<file path="src/rtl/sp_pkg.sv">
package sp_pkg;
  localparam int unsigned WORD_W = 32;
  typedef logic [WORD_W-1:0] word_t;
endpackage

</file>
<file path="src/rtl/sp_beat_sel.sv">
module sp_beat_sel #(
  parameter int unsigned NUM_CH = 4,
  parameter int unsigned BEAT_W = 3
) (
  input  sp_pkg::word_t                   tag_i,
  input  sp_pkg::word_t                   num_i,
  input  logic [NUM_CH*sp_pkg::WORD_W-1:0] ch_i,
  input  logic [BEAT_W-1:0]               beat_i,
  output sp_pkg::word_t                   word_o
);
  localparam int unsigned BEATS = 2 + NUM_CH;

  sp_pkg::word_t words [BEATS];

  assign words[0] = tag_i;
  assign words[1] = num_i;

  for (genvar k = 0; k < NUM_CH; k++) begin : g_ch
    assign words[k+2] = ch_i[k*sp_pkg::WORD_W +: sp_pkg::WORD_W];
  end

  always_comb begin
    word_o = '0;
    for (int unsigned i = 0; i < BEATS; i++) begin
      if (beat_i == BEAT_W'(i)) word_o = words[i];
    end
  end
endmodule

</file>
<file path="src/rtl/sp_pkt_track.sv">
module sp_pkt_track #(
  parameter int unsigned PKT_RECS = 32,
  parameter int unsigned SEQ_W    = 16
) (
  input  logic             clk_i,
  input  logic             rst_ni,
  input  logic             rec_done_i,
  output logic             last_rec_o,
  output logic             pkt_done_o,
  output logic [SEQ_W-1:0] seq_o,
  output logic             wr_buf_o
);
  localparam int unsigned REC_W = (PKT_RECS > 1) ? $clog2(PKT_RECS) : 1;

  logic [REC_W-1:0] rec_q;

  assign last_rec_o = (rec_q == REC_W'(PKT_RECS - 1));
  assign pkt_done_o = rec_done_i && last_rec_o;

  always_ff @(posedge clk_i or negedge rst_ni) begin
    if (!rst_ni) begin
      rec_q    <= '0;
      seq_o    <= '0;
      wr_buf_o <= 1'b0;
    end else if (rec_done_i) begin
      if (last_rec_o) begin
        rec_q    <= '0;
        seq_o    <= seq_o + 1'b1;
        wr_buf_o <= ~wr_buf_o;
      end else begin
        rec_q <= rec_q + 1'b1;
      end
    end
  end
endmodule

</file>
<file path="src/rtl/sp_irq_ctrl.sv">
module sp_irq_ctrl (
  input  logic clk_i,
  input  logic rst_ni,
  input  logic pkt_done_i,
  input  logic wr_buf_i,
  input  logic ack_i,
  output logic irq_o,
  output logic buf_sel_o
);
  always_ff @(posedge clk_i or negedge rst_ni) begin
    if (!rst_ni) begin
      irq_o     <= 1'b0;
      buf_sel_o <= 1'b0;
    end else begin
      // completion beats a coincident ack
      if (pkt_done_i) begin
        irq_o     <= 1'b1;
        buf_sel_o <= wr_buf_i;
      end else if (ack_i) begin
        irq_o <= 1'b0;
      end
    end
  end
endmodule

</file>
<file path="src/rtl/sample_packetizer.sv">
module sample_packetizer #(
  parameter int unsigned NUM_CH    = 4,
  parameter int unsigned PKT_RECS  = 32,
  parameter int unsigned SEQ_W     = 16,
  parameter logic [7:0]  TYPE_CODE = 8'hA5
) (
  input  logic                            clk_i,
  input  logic                            rst_ni,
  input  logic                            smp_valid_i,
  input  logic [31:0]                     smp_num_i,
  input  logic [NUM_CH*sp_pkg::WORD_W-1:0] ch_data_i,
  output logic [31:0]                     m_tdata_o,
  output logic                            m_tvalid_o,
  input  logic                            m_tready_i,
  output logic                            m_tlast_o,
  output logic                            buf_sel_o,
  output logic                            irq_o,
  input  logic                            irq_ack_i,
  output logic                            ovf_o
);
  localparam int unsigned BEATS  = 2 + NUM_CH;
  localparam int unsigned BEAT_W = $clog2(BEATS);

  logic                             busy_q;
  logic [BEAT_W-1:0]                beat_q;
  sp_pkg::word_t                    num_q;
  logic [NUM_CH*sp_pkg::WORD_W-1:0] ch_q;

  logic             accept, hs, beat_last, rec_done;
  logic             last_rec, pkt_done, wr_buf;
  logic [SEQ_W-1:0] seq;
  sp_pkg::word_t    tag_word;

  assign accept    = smp_valid_i && !busy_q;
  assign hs        = busy_q && m_tready_i;
  assign beat_last = (beat_q == BEAT_W'(BEATS - 1));
  assign rec_done  = hs && beat_last;
  assign tag_word  = {TYPE_CODE, 24'(seq)};

  always_ff @(posedge clk_i or negedge rst_ni) begin
    if (!rst_ni) begin
      busy_q <= 1'b0;
      beat_q <= '0;
      num_q  <= '0;
      ch_q   <= '0;
      ovf_o  <= 1'b0;
    end else begin
      if (accept) begin
        busy_q <= 1'b1;
        beat_q <= '0;
        num_q  <= smp_num_i;
        ch_q   <= ch_data_i;
      end else if (rec_done) begin
        busy_q <= 1'b0;
        beat_q <= '0;
      end else if (hs) begin
        beat_q <= beat_q + 1'b1;
      end
      // sample during a pending record is dropped
      if (smp_valid_i && busy_q) ovf_o <= 1'b1;
    end
  end

  sp_beat_sel #(.NUM_CH(NUM_CH), .BEAT_W(BEAT_W)) u_sel (
    .tag_i  (tag_word),
    .num_i  (num_q),
    .ch_i   (ch_q),
    .beat_i (beat_q),
    .word_o (m_tdata_o)
  );

  sp_pkt_track #(.PKT_RECS(PKT_RECS), .SEQ_W(SEQ_W)) u_track (
    .clk_i      (clk_i),
    .rst_ni     (rst_ni),
    .rec_done_i (rec_done),
    .last_rec_o (last_rec),
    .pkt_done_o (pkt_done),
    .seq_o      (seq),
    .wr_buf_o   (wr_buf)
  );

  sp_irq_ctrl u_irq (
    .clk_i      (clk_i),
    .rst_ni     (rst_ni),
    .pkt_done_i (pkt_done),
    .wr_buf_i   (wr_buf),
    .ack_i      (irq_ack_i),
    .irq_o      (irq_o),
    .buf_sel_o  (buf_sel_o)
  );

  assign m_tvalid_o = busy_q;
  assign m_tlast_o  = busy_q && beat_last && last_rec;
endmodule

</file>
<file path="config.mk">
export PLATFORM = sky130hd
export DESIGN_NAME = sample_packetizer
export DESIGN_NICKNAME = d
export VERILOG_FILES = /design/src/rtl/sp_pkg.sv /design/src/rtl/sp_beat_sel.sv /design/src/rtl/sp_pkt_track.sv /design/src/rtl/sp_irq_ctrl.sv /design/src/rtl/sample_packetizer.sv
export SDC_FILE = /design/constraint.sdc
export NUM_CORES = 1
export LEC_CHECK = 0
export BUFFER_PORTS_ARGS = -buffer_cell sky130_fd_sc_hd__clkbuf_2
export CAP_MARGIN = 20
export CORE_ASPECT_RATIO = 0.7
export CORE_MARGIN = 2
export CORE_UTILIZATION = 50
export CTS_BUF_LIST = sky130_fd_sc_hd__clkbuf_8
export DETAILED_ROUTE_END_ITERATION = 16
export GPL_ROUTABILITY_DRIVEN = 0
export PLACE_DENSITY_LB_ADDON = 0.25
export SLEW_MARGIN = 0
export SYNTH_ARGS = -nofsm -noshare
export SYNTH_HDL_FRONTEND = slang
export SYNTH_SLANG_ARGS = --single-unit
export TNS_END_PERCENT = 30
</file>
<file path="constraint.sdc">
create_clock -name clk_i -period 1.6 [get_ports clk_i]
set_input_delay 0.08 -clock clk_i [delete_from_list [all_inputs] [get_ports clk_i]]
set_output_delay 0.08 -clock clk_i [all_outputs]
set_load 0.03 [all_outputs]
</file>
==> results.md, run 1 <==
* Most frequent cells in the layout: dfrtp_1 (187), clkbuf_2 (167), dlygate4sd3_1 (164)
* Top_reg_cell synth: dfrtp_1
* Final Hold Violating Endpoints at 0
* Period utilization at 156%
* Min Clock Period, post-route at 2500 ps
* DR vias/cell at 5.76
* Final routed DRC violation total at 0
* Max Slew Vio Count at 0
* Layout net count at 1304
* Worst Path Arrival at 2420 ps
* CTS tree: done
* Core area at 17900 µm²
* Combinational Power Share at 57.3%
* Worst skew pair latency at 480 ps
* # port buffers at 201
* Final Util at 77.8%
* Cell taking the most area after synthesis: dfrtp_1
* Req. time, crit path at 1520 ps
* Worst setup EP type: primary output
* Final instance area at 13900 µm²
* GR Layer Usage met2 at 46.3%
* Status: complete, but fails checks
* Register area share after synthesis at 52.2%
* LEAKAGE at 6.26 nW
* Clock share of power at 11.5%
* Highest clock rate at 0.400 GHz
* DRT iter0 DRCs at 876
* Post-DP HPWL at 17.9 mm
* Reg power frac at 31.2%
* Bufs on Longest Clock Path at 2
* Antenna diodes at 0
* Layer with the highest usage: met2
* Die width at 165 µm
* Skew final at 14.5 ps
* CP Launch Type: flop
* Final setup fails at 52
* P&R area growth vs syn at 53.3%
* TritonCTS Buffers at 17
* FP Rows at 41
* Total Power at 28.2 mW
* Ports at 202
* Syn Inst Count at 726
* Yosys warns at 0
* Vias in the first global route at 7840
* P_sw at 11.7 mW
* Met1 Resource Use GR at 44.7%
* DRT antenna net count at 0
* Post-Syn Area at 9050 µm²
* Synth async-reset ratio at 100%
* Clock transition at path regs at 110 ps
* Clk Tree Root Cell: clkbuf_8
* DRT Pass-1 Iters at 5
* TritonCTS Sinks at 189
* Max VDD drop at 1.68 mV
* Internal at 16.4 mW
* EDFF count, synth at 0
* First-pass GRT wire length at 44.6 mm
* Top-area cell type share of the netlist area at 52.2%
* Final worst setup slack at -898 ps
* Gr usage total at 31.4%
* Post-synth net total at 899
* P per Cell Area at 2030 nW/µm²
* WL/cell at 22.9 µm
* HP Class: in2async
* # Max-Cap Violations at 0
* RSZ-0062 raised after global routing: yes
* Initial antenna violation count at 0
* Rel. slew slack at 66.8%
* Vias at 7954
* Mean Syn Cell Area at 12.5 µm²
* Fin Setup TNS at -28830 ps
* Chip height at 117 µm
* Seq cells post-synth at 189
* Fin Hold WS at 131 ps
* Final WL at 31.6 mm
* Number of distinct library cells after synthesis at 39
* H-tree depth at 4
* Largest cells by area after synthesis: dfrtp_1 (52%), mux2_2 (11%), mux2_4 (8.8%), o21ai_0 (4.7%), mux2_1 (3.1%)
* Post-Place Cell Area at 10900 µm²
* Worst-Margin Slew at 497 ps
* Failing checks: setup timing
* Met3 Use GR at 9.38%
* Switching share of power at 41.7%
* Largest net degree at the start of global routing at 64
* Layout cell share with drive strength beyond 1 at 51.4%
* Die area at 19200 µm²
* CP Class: reg2out
* Total global routing overflow at 0
* Max FO, Critical Path at 10
* Initial Util at 50.7%
* Most common cell after layout, fill and taps aside: dfrtp_1
cells by family after synthesis:
group,count (synthesis),share of synthesized area [%]
flops,189,52.2
compound gates,179,12.1
mux,165,22.7
buf+inv,65,4.20
fa+ha+maj,8,1.11
xor+xnor,17,1.64
simple gates,103,6.00
critical path: stages (launching register included):
cell     delay (ps)
dfrtp_2         460
buf_6           140
ha_4            150
ha_4            180
nor2_4          130
buf_6           120
buf_12          130
o21ai_2          60
o21ai_2         230
a22o_2          210
buf_8           120
layer usage:
| metal | routed length, µm | share of wire (%) |
|---|---|---|
| met5 | 0 | 0 |
| met4 | 842 | 2.7 |
| met1 | 13500 | 43 |
| met3 | 3100 | 9.8 |
| met2 | 14200 | 45 |
timing repair:
action,in CTS,in global routing
endpoints found under the hold margin,335,0
gates resized for setup,101,127
cloned,3,1
buffers inserted,4,4
endpoints found under the setup margin,56,76
hold buffers,164,0
pin swaps,15,39
final cells by class:
class / instances / area (µm²)
Clock buffer: 18 / 248
Clock inverter: 14 / 143
Fill cell: 978 / 3970
Inverter: 8 / 35.0
Multi-Input combinational cell: 472 / 4640
Sequential cell: 189 / 4730
Tap cell: 236 / 295
Timing Repair Buffer: 443 / 3790
state kept, by name (all words and copies together), names as in the netlist:
register          count
beat_q                3
ch_q                128
m_tvalid_o            1
num_q                32
ovf_o                 1
u_irq.buf_sel_o       1
u_irq.irq_o           1
u_track.rec_q         5
u_track.seq_o        16
u_track.wr_buf_o      1
Yosys cell counts, types with 9 or more instances:
cell and n:
a22o_1 20, buf_2 18, o21ai_1 15, mux2_2 87, buf_6 13, nor2_1 9
xnor2_1 14, o21ai_0 85, dfrtp_1 189, mux2_1 25, nor2b_1 20, nand2_1 46
clkbuf_1 19, a221oi_1 28, a21oi_1 24, mux2_4 53
power by group through the flow:
stage | logic, mW | clock network, mW | registers, mW
floorplan | 8.70 | 0 | 7.80
finish | 16.1 | 3.24 | 8.77
global route | 16.9 | 3.52 | 8.94
detailed placement | 11.9 | 0 | 8.38
global placement | 11.8 | 0 | 8.34
CTS | 14.0 | 3.25 | 8.37
final timing paths:
check                           slack [ps]  cells past startpoint              from                end
max in group asynchronous              790                      3            rst_ni           ch_q[80]
worst max register to register        -270                      8         beat_q[1]  u_track.seq_o[12]
worst max-delay path                  -900                     10         beat_q[0]       m_tdata_o[9]
worst min-delay path                   130                      2            rst_ni          num_q[27]
worst min register to register         480                      1  u_track.wr_buf_o   u_track.wr_buf_o
min in group clk_i                     330                      3         irq_ack_i        u_irq.irq_o
metrics by stage:
stage	instances	worst slack, ps
5_1_grt	1380	-972
3_5_place_dp	1173	-536
4_1_cts	1376	-857
3_3_place_gp	1173	-499
6_report	1380	-898
2_1_floorplan	726	-65.3
(Power assumes the default switching activity.)
==> run 2, diff against run 1 <==
==> constraint.sdc (replaced) <==
create_clock -name clk_i -period 2.5 [get_ports clk_i]
set_input_delay 0.125 -clock clk_i [delete_from_list [all_inputs] [get_ports clk_i]]
set_output_delay 0.125 -clock clk_i [all_outputs]
set_load 0.03 [all_outputs]
==> run 2 against run 1 <==
Effect of this change: hold slack worse by 41 ps; critical endpoint is now m_tdata_o[26]; largest power group unchanged; design area is 6.2% lower; largest cell class unchanged; the flow still finishes with violations (setup timing); register-to-register slack better by 600 ps.
==> results.md, run 2 (synthesized netlist as in run 1, its figures left out) <==
* Clk Tree Root Cell: clkbuf_8 (unchanged)
* P&R area growth vs syn at 43.7% (was 53.3%)
* Max Slew Vio Count at 0 (unchanged)
* Worst hold endpoint: u_track.rec_q[3]
* Layout net count at 1267 (was 1304)
* Fin Hold WS at 89.9 ps (was 131 ps)
* Vias in the first global route at 7575 (was 7840)
* LEAKAGE at 5.89 nW (was 6.26 nW)
* Worst R2R End: u_track.seq_o[5] (was u_track.seq_o[12])
* Post-Place Setup Slack at 124 ps (was -536 ps)
* Final Hold Violating Endpoints at 0 (unchanged)
* RSZ-0062 raised after global routing: yes (unchanged)
* H-tree depth at 4 (unchanged)
* # Max-Cap Violations at 0 (unchanged)
* P per Cell Area at 1260 nW/µm² (was 2030 nW/µm²)
* Worst-Margin Slew at 585 ps (was 497 ps)
* Core area at 17900 µm² (unchanged)
* Gr usage total at 30.1% (was 31.4%)
* Final setup fails at 10 (was 52)
* Final Util at 72.9% (was 77.8%)
* Internal reg-to-reg setup slack at 330 ps (was -270 ps)
* Die width at 165 µm (unchanged)
* Worst skew pair latency at 490 ps (was 480 ps)
* CP max stage cell: dfrtp_2 (unchanged)
* Largest net degree at the start of global routing at 77 (was 64)
* Final routed DRC violation total at 0 (unchanged)
* # placed instances at 1130 (was 1173)
* Req. time, crit path at 2380 ps (was 1520 ps)
* Initial Util at 50.7% (unchanged)
* FP Rows at 41 (unchanged)
* Post-DP HPWL at 17.7 mm (was 17.9 mm)
* DR vias/cell at 5.71 (was 5.76)
* # port buffers at 201 (unchanged)
* DRT antenna net count at 0 (unchanged)
* Initial antenna violation count at 2 (was 0)
* Worst setup EP type: primary output (unchanged)
* Ports at 202 (unchanged)
* Clock transition at path regs at 90 ps (was 110 ps)
* Max reg flops at 128 (unchanged)
* FF-to-FF path depth at 8 (unchanged)
* Worst Path Arrival at 2440 ps (was 2420 ps)
* Vias at 7674 (was 7954)
* Final WL at 29.9 mm (was 31.6 mm)
* WHS Path Cells at 2
* Max FO, Critical Path at 10 (unchanged)
* Max VDD drop at 0.868 mV (was 1.68 mV)
* Most frequent cells in the layout: dfrtp_1 (188), clkbuf_2 (173), dlygate4sd3_1 (163) (was dfrtp_1 (187), clkbuf_2 (167), dlygate4sd3_1 (164))
* CP Class: reg2out (unchanged)
* WL/cell at 22.3 µm (was 22.9 µm)
* Period utilization at 102%
* Largest regs: ch_q (128), num_q (32), u_track.seq_o (16) (unchanged)
* Skew final at 16.6 ps (was 14.5 ps)
* CTS tree: done (unchanged)
* Layout cell share with drive strength beyond 1 at 42.8% (was 51.4%)
* First-pass GRT wire length at 42.7 mm (was 44.6 mm)
* Post-route insts no fill at 1344 (was 1380)
* HP Class: in2reg (was in2async)
* Chip height at 117 µm (unchanged)
* Slowest stage delay, CP at 460 ps (about the same)
* Min Clock Period, post-route at 2560 ps
* Die area at 19200 µm² (unchanged)
* Top reg by flops: ch_q (unchanged)
* Worst Hold Launch: m_tready_i
* Status: complete, but fails checks (unchanged)
* Final worst setup slack at -60.9 ps (was -898 ps)
* Failing checks: setup timing (unchanged)
* Rel. slew slack at 61.0% (was 66.8%)
* DRT Pass-1 Iters at 8 (was 5)
* Highest clock rate at 0.390 GHz
* CP Launch Type: flop (unchanged)
* Most common cell after layout, fill and taps aside: dfrtp_1 (unchanged)
* Total global routing overflow at 0 (unchanged)
* TritonCTS Buffers at 17 (unchanged)
* RR Startpoint: beat_q[1] (unchanged)
* Critical path, cell by cell: inv_2, ha_4, nor2b_4, a211oi_2, o21ai_1, a22o_1, clkbuf_2 (was buf_6, ha_4, ha_4, nor2_4, buf_6, buf_12, o21ai_2, o21ai_2, a22o_2, buf_8)
* DRT iter0 DRCs at 870 (was 876)
* Bufs on Longest Clock Path at 2 (unchanged)
* TritonCTS Sinks at 189 (unchanged)
-- run 2: layout make-up --
| cell class | instances | area [µm²] |
|---|---|---|
| flip-flops and latches | 189 | 4730 |
| clock inverters | 13 | 141 |
| well taps | 236 | 295 |
| fillers | 1124 | 4840 |
| repair inverters | 1 | 7.51 |
| repair buffers | 403 | 3220 |
| clock buffers | 19 | 262 |
| diodes | 1 | 2.50 |
| inverters | 8 | 33.8 |
| multi-input cells | 474 | 4320 |
-- run 2: routing by layer --
metal  track usage (%)  part of all wire, %  vias up
met5              3.03                 0.26        -
met4              6.84                  2.0        2
met3              8.70                   10       72
met2              44.5                   44      451
met1              44.0                   43     3790
li1                  -                    -     3359
-- run 2: worst max path at each step --
stage	from	end	slack, ps
after CTS	beat_q[1]	m_tdata_o[11]	3
after floorplan	beat_q[2]	m_tdata_o[18]	230
after global routing	beat_q[1]	m_tdata_o[14]	-150
after detailed placement	beat_q[0]	m_tdata_o[26]	120
after global placement	beat_q[0]	m_tdata_o[5]	180
final	beat_q[0]	m_tdata_o[26]	-60
-- run 2: metrics by stage --
step	instance area (µm²)	TNS [ps]	total power, mW
after floorplan	9050	0	10.0
after global placement	10300	0	12.0
after detailed placement	10300	0	12.1
after CTS	12700	0	15.2
after global routing	13000	-1730	17.1
final	13000	-290	16.4
-- run 2: what timing repair did --
action                     4_1_cts  5_1_grt
pin swaps                        2       15
cloned                           4        3
buffers inserted                 7        4
setup endpoints to repair       32       32
hold buffers                   163        0
gates resized for setup         58       88
hold endpoints to repair       225        0
-- run 2: report_power, final --
group          internal [mW]  total (mW)  switching, mW
clock network          0.948        2.12           1.17
logic                   4.08        8.72           4.64
registers               4.42        5.53           1.11
total                   9.45        16.4           6.92
-- run 2: critical path: cells and delay by family (launching register included) --
kind	cells	cell delay, ps
AOI/OAI and AO/OA	3	570
DFF	1	460
and+or+nand+nor	1	430
buffers and inverters	2	330
adders and majority gates	1	180
